File: src/rtl/acc_err_pkg.sv
package acc_err_pkg;

  typedef enum logic [1:0] {
    CAUSE_NONE     = 2'b00,
    CAUSE_NOHIT    = 2'b01,
    CAUSE_OVERLAP  = 2'b10,
    CAUSE_REGRANGE = 2'b11
  } cause_e;

  localparam int ERR_TYPE_W = 4;

  // Packs a cause into the error-type layout: {cause, unsupported, valid}
  function automatic logic [ERR_TYPE_W-1:0] pack_type(input cause_e c);
    return {c, 1'b1, 1'b1};
  endfunction

endpackage

File: src/rtl/cs_region_match.sv
module cs_region_match #(
  parameter int ADDR_W = 32
) (
  input  logic              enable,
  input  logic [ADDR_W-1:0] base,
  input  logic [ADDR_W-1:0] mask,
  input  logic [ADDR_W-1:0] addr,
  output logic              hit
);

  function automatic logic region_hit(input logic en,
                                      input logic [ADDR_W-1:0] b,
                                      input logic [ADDR_W-1:0] m,
                                      input logic [ADDR_W-1:0] a);
    return en && ((a & m) == b);
  endfunction

  assign hit = region_hit(enable, base, mask, addr);

endmodule

File: src/rtl/req_classifier.sv
module req_classifier
  import acc_err_pkg::*;
#(
  parameter int NUM_CS    = 4,
  parameter int ADDR_W    = 32,
  parameter int REG_WIN_W = 10,
  localparam int CNT_W    = $clog2(NUM_CS + 1)
) (
  input  logic              req_valid,
  input  logic              req_is_reg,
  input  logic [ADDR_W-1:0] req_addr,
  input  logic [NUM_CS-1:0] hit_vec,
  output logic [CNT_W-1:0]  hit_count,
  output logic              no_hit,
  output logic              multi_hit,
  output logic              reg_oor,
  output logic              err_event,
  output cause_e            err_cause
);

  function automatic logic [CNT_W-1:0] count_hits(input logic [NUM_CS-1:0] v);
    logic [CNT_W-1:0] n;
    n = '0;
    for (int i = 0; i < NUM_CS; i++) n = n + CNT_W'(v[i]);
    return n;
  endfunction

  function automatic logic outside_window(input logic [ADDR_W-1:0] a);
    return |a[ADDR_W-1:REG_WIN_W];
  endfunction

  assign hit_count = count_hits(hit_vec);
  assign no_hit    = req_valid && !req_is_reg && (hit_count == '0);
  assign multi_hit = req_valid && !req_is_reg && (hit_count > CNT_W'(1));
  assign reg_oor   = req_valid && req_is_reg && outside_window(req_addr);
  assign err_event = no_hit || multi_hit || reg_oor;

  always_comb begin
    if (reg_oor)        err_cause = CAUSE_REGRANGE;
    else if (multi_hit) err_cause = CAUSE_OVERLAP;
    else if (no_hit)    err_cause = CAUSE_NOHIT;
    else                err_cause = CAUSE_NONE;
  end

endmodule

File: src/rtl/err_latch.sv
module err_latch
  import acc_err_pkg::*;
#(
  parameter int ADDR_W = 32
) (
  input  logic                  clk,
  input  logic                  rst_n,
  input  logic                  err_event,
  input  cause_e                err_cause,
  input  logic [ADDR_W-1:0]     req_addr,
  input  logic                  err_clear,
  output logic                  capture_en,
  output logic                  err_valid,
  output logic [ERR_TYPE_W-1:0] err_type,
  output logic [ADDR_W-1:0]     err_addr
);

  logic                  valid_q;
  logic [ERR_TYPE_W-1:0] type_q;
  logic [ADDR_W-1:0]     addr_q;

  assign capture_en = err_event && (!valid_q || err_clear);

  always_ff @(posedge clk or negedge rst_n) begin
    if (!rst_n) begin
      valid_q <= 1'b0;
      type_q  <= '0;
      addr_q  <= '0;
    end else if (capture_en) begin
      valid_q <= 1'b1;
      type_q  <= pack_type(err_cause);
      addr_q  <= req_addr;
    end else if (err_clear) begin
      valid_q <= 1'b0;
      type_q  <= '0;
      addr_q  <= '0;
    end
  end

  assign err_valid = valid_q;
  assign err_type  = type_q;
  assign err_addr  = addr_q;

endmodule

File: src/rtl/access_error_capture.sv
module access_error_capture
  import acc_err_pkg::*;
#(
  parameter int NUM_CS    = 4,
  parameter int ADDR_W    = 32,
  parameter int REG_WIN_W = 10,
  localparam int CNT_W    = $clog2(NUM_CS + 1)
) (
  input  logic                           clk,
  input  logic                           rst_n,
  input  logic                           req_valid,
  input  logic [ADDR_W-1:0]              req_addr,
  input  logic                           req_is_reg,
  input  logic [NUM_CS-1:0]              cs_enable,
  input  logic [NUM_CS-1:0][ADDR_W-1:0]  cs_base,
  input  logic [NUM_CS-1:0][ADDR_W-1:0]  cs_mask,
  input  logic                           err_clear,
  output logic                           err_valid,
  output logic [ERR_TYPE_W-1:0]          err_type,
  output logic [ADDR_W-1:0]              err_addr
);

  // Named internal events, visible to the bound checker
  logic [NUM_CS-1:0] hit_vec;
  logic [CNT_W-1:0]  hit_count;
  logic              no_hit;
  logic              multi_hit;
  logic              reg_oor;
  logic              err_event;
  cause_e            err_cause;
  logic              capture_en;

  for (genvar g = 0; g < NUM_CS; g++) begin : g_region
    cs_region_match #(.ADDR_W(ADDR_W)) u_match (
      .enable (cs_enable[g]),
      .base   (cs_base[g]),
      .mask   (cs_mask[g]),
      .addr   (req_addr),
      .hit    (hit_vec[g])
    );
  end

  req_classifier #(
    .NUM_CS    (NUM_CS),
    .ADDR_W    (ADDR_W),
    .REG_WIN_W (REG_WIN_W)
  ) u_class (
    .req_valid  (req_valid),
    .req_is_reg (req_is_reg),
    .req_addr   (req_addr),
    .hit_vec    (hit_vec),
    .hit_count  (hit_count),
    .no_hit     (no_hit),
    .multi_hit  (multi_hit),
    .reg_oor    (reg_oor),
    .err_event  (err_event),
    .err_cause  (err_cause)
  );

  err_latch #(.ADDR_W(ADDR_W)) u_latch (
    .clk        (clk),
    .rst_n      (rst_n),
    .err_event  (err_event),
    .err_cause  (err_cause),
    .req_addr   (req_addr),
    .err_clear  (err_clear),
    .capture_en (capture_en),
    .err_valid  (err_valid),
    .err_type   (err_type),
    .err_addr   (err_addr)
  );

endmodule

File: config.mk
export PLATFORM = sky130hd
export DESIGN_NAME = access_error_capture
export DESIGN_NICKNAME = d
export VERILOG_FILES = /design/src/rtl/acc_err_pkg.sv /design/src/rtl/cs_region_match.sv /design/src/rtl/req_classifier.sv /design/src/rtl/err_latch.sv /design/src/rtl/access_error_capture.sv
export SDC_FILE = /design/constraint.sdc
export NUM_CORES = 1
export LEC_CHECK = 0
export CORE_AREA = 2 2 128 130
export DETAILED_ROUTE_END_ITERATION = 8
export DIE_AREA = 0 0 130 132
export PLACE_DENSITY = 0.7
export SYNTH_ARGS = -nofsm -noshare
export SYNTH_HDL_FRONTEND = slang
export SYNTH_HIERARCHICAL = 1
export SYNTH_SLANG_ARGS = --single-unit
File: constraint.sdc
create_clock -name clk -period 3 [get_ports clk]
set_input_delay 0.3 -clock clk [delete_from_list [all_inputs] [get_ports clk]]
set_output_delay 0.3 -clock clk [all_outputs]
set_load 0.03 [all_outputs]
==> results_dict.tcl, run 1 <==
set metrics [dict create \
    ctsHoldBuffers 0 \
    gp_congestion 0.902 \
    die_area_um2 17200 \
    finClkSkew_ns 0.00595 \
    vdd_drop_max_uv 213 \
    maxSlewHeadroom_pct 46.0 \
    nets 1203 \
    fin_cells 1120 \
    grt_pass1_wl_um 30800 \
    cts_buffers 5 \
    syn_inst 493 \
    die_w_um 130 \
    path_buf_inv 8 \
    r2r_start "u_latch/err_type[1]" \
    cts_tree "built" \
    die_h_um 132 \
    drive_above_1_share_pct 30.2 \
    syn_area_per_cell_um2 7.98 \
    clkTransAtPathRegs_ns 0.06 \
    place_area_um2 7990 \
    violations "setup timing" \
    core_um2 15700 \
    drc 0 \
    powerDensity_nw_per_um2 273 \
    dr.pass1.iters 4 \
    start_util_pct 25.0 \
    grt_pass1_vias 5506 \
    critical-path-max-stage-delay_ns 0.44 \
    rrSetupSlack_ns 1.55 \
    drt-vias-per-instance 4.50 \
    ant_nets 0 \
    final_common_cell "clkdlybuf4s50_1" \
    power_mw 2.38 \
    cellLeakagePower_nw 3.82 \
    rsz0062_at_grt "yes" \
    synth.net_count 795 \
    startpoint_type "primary input" \
    yosys_warnings 6 \
    drt_iter0_drc 239 \
    fill_cells 1475 \
    clk_latency_ns 0.28 \
    syn2layout_area_growth_pct 122 \
    grt_antenna_before_repair 2 \
    worstPathCellList "dlygate4sd2_1 -> nand2_1 -> xnor2_1 -> nor4_2 -> nand4_1 -> buf_4 -> nor3_2 -> inv_1 -> fa_1 -> inv_1 -> ha_2 -> inv_2 -> ha_4 -> nor2_4 -> a221oi_2 -> inv_2 -> nand3_2 -> nor2b_4 -> buf_6 -> buf_12 -> o32ai_2" \
    portBuffers 333 \
    endpoint_kind "flip-flop" \
    cp_data_required_time_ns 3.13 \
    ioPinCount 334 \
    whs_ns 0.113 \
    final_cell_mix "149 x clkdlybuf4s50_1, 128 x nand2_1, 123 x dlygate4sd2_1" \
    vias 5037 \
    crit_fanout 6 \
    clock-sinks 35 \
    dp_cells 1093 \
    place.detailed.hpwl_um 17300 \
    clockBufferDepth 2 \
    clock.fmax_ghz 0.287 \
    min_period_ns 3.49 \
    final_area_um2 8720 \
    tightest_slew_ns 0.810 \
    crit_type "primary input to flip-flop" \
    arrival_ns 3.61 \
    fin_crit_sh_pct 116 \
    rows 46 \
    setup_violations 35 \
    synth_area_um2 3940 \
    cts_root_buf "clkbuf_16" \
    status "finished with violations" \
    worstReg2RegEnd "u_latch/err_addr[15]" \
    finalMaxSlewViolations 0 \
    tns_ns -15.40 \
    post_drt_wl_per_cell_um 18.5 \
    path_delay_family "simple AND/OR/NAND/NOR gates" \
    reg2regPathDepth 3 \
    track_usage_pct 24.0 \
    maxCapViolCount 0 \
    grt_max_degree 36 \
    hold_path.class "primary input to async pin" \
    drt_wl_total_um 20700 \
    overflow 0 \
    setup_slack_ns -0.486 \
    slowest_stage "fa_1" \
    final-hold-violation-count 0 \
    cts-htree-levels 2 \
]
==> flip-flops by register name, indices dropped and copies added, names as in the netlist <==
name,cells
u_latch/err_type,3
u_latch/err_addr,32
==> per-stage QoR <==
stage	worst slack, ns	utilization [%]
2_1_floorplan	-0.171	-
3_3_place_gp	-1.33	50.9
3_5_place_dp	-1.34	50.9
4_1_cts	-0.455	54.9
5_1_grt	-0.655	55.5
6_report	-0.486	55.5
==> layer usage <==
layer  routed length, µm  vias to the layer above  track usage [%]
li1                    -                     2453                -
met1                8130                     2325             29.1
met2               10400                      220             41.8
met3                1600                       37             5.68
met4                 573                        2             6.81
met5                   8                        -                0
==> layout make-up <==
| type | instances | area [µm²] | share of cell area (%) |
|---|---|---|---|
| multi-input combinational | 398 | 3350 | 38.4 |
| sequential | 35 | 876 | 10.0 |
| clock inverter | 1 | 7.51 | 0.0861 |
| antenna | 2 | 5.00 | 0.0574 |
| inverter | 42 | 158 | 1.81 |
| clock buffer | 7 | 153 | 1.75 |
| tap | 216 | 270 | 3.10 |
| timing repair buffer | 419 | 3900 | 44.7 |
==> report_power, final <==
| part | internal (mW) | switching [mW] | total (mW) |
|---|---|---|---|
| clock network | 0.353 | 0.193 | 0.546 |
| logic | 0.697 | 0.574 | 1.27 |
| registers | 0.523 | 0.0357 | 0.559 |
==> how the worst max path moves through the flow <==
stage                 start              endpoint  slack (ns)  cells after the start
2_1_floorplan   req_addr[4]  u_latch/err_addr[10]       -0.17                     20
3_3_place_gp   req_addr[27]   u_latch/err_addr[6]       -1.33                     19
3_5_place_dp   req_addr[10]   u_latch/err_addr[6]       -1.34                     21
4_1_cts         req_addr[5]  u_latch/err_addr[29]       -0.45                     22
5_1_grt        cs_mask[103]  u_latch/err_addr[29]       -0.65                     20
6_report        cs_mask[39]  u_latch/err_addr[28]       -0.49                     21
==> repair_timing <==
| action | in CTS | in global routing |
|---|---|---|
| cloned | 3 | 0 |
| endpoints found under the setup margin | 35 | 35 |
| pin swaps | 114 | 15 |
| gates resized for setup | 389 | 36 |
| buffers inserted | 14 | 2 |
(Power assumes the default switching activity.)
==> run 2, diff against run 1 <==
--- a/config.mk
+++ b/config.mk
@@ -5,7 +5,9 @@
 export SDC_FILE = /design/constraint.sdc
 export NUM_CORES = 1
 export LEC_CHECK = 0
+export CAP_MARGIN = 20
 export CORE_AREA = 2 2 128 130
+export CTS_CLUSTER_DIAMETER = 60
 export DETAILED_ROUTE_END_ITERATION = 8
 export DIE_AREA = 0 0 130 132
 export PLACE_DENSITY = 0.7
==> results of run 2 <==
Same layout as run 1: the final DEF is identical, and so are final timing and power.
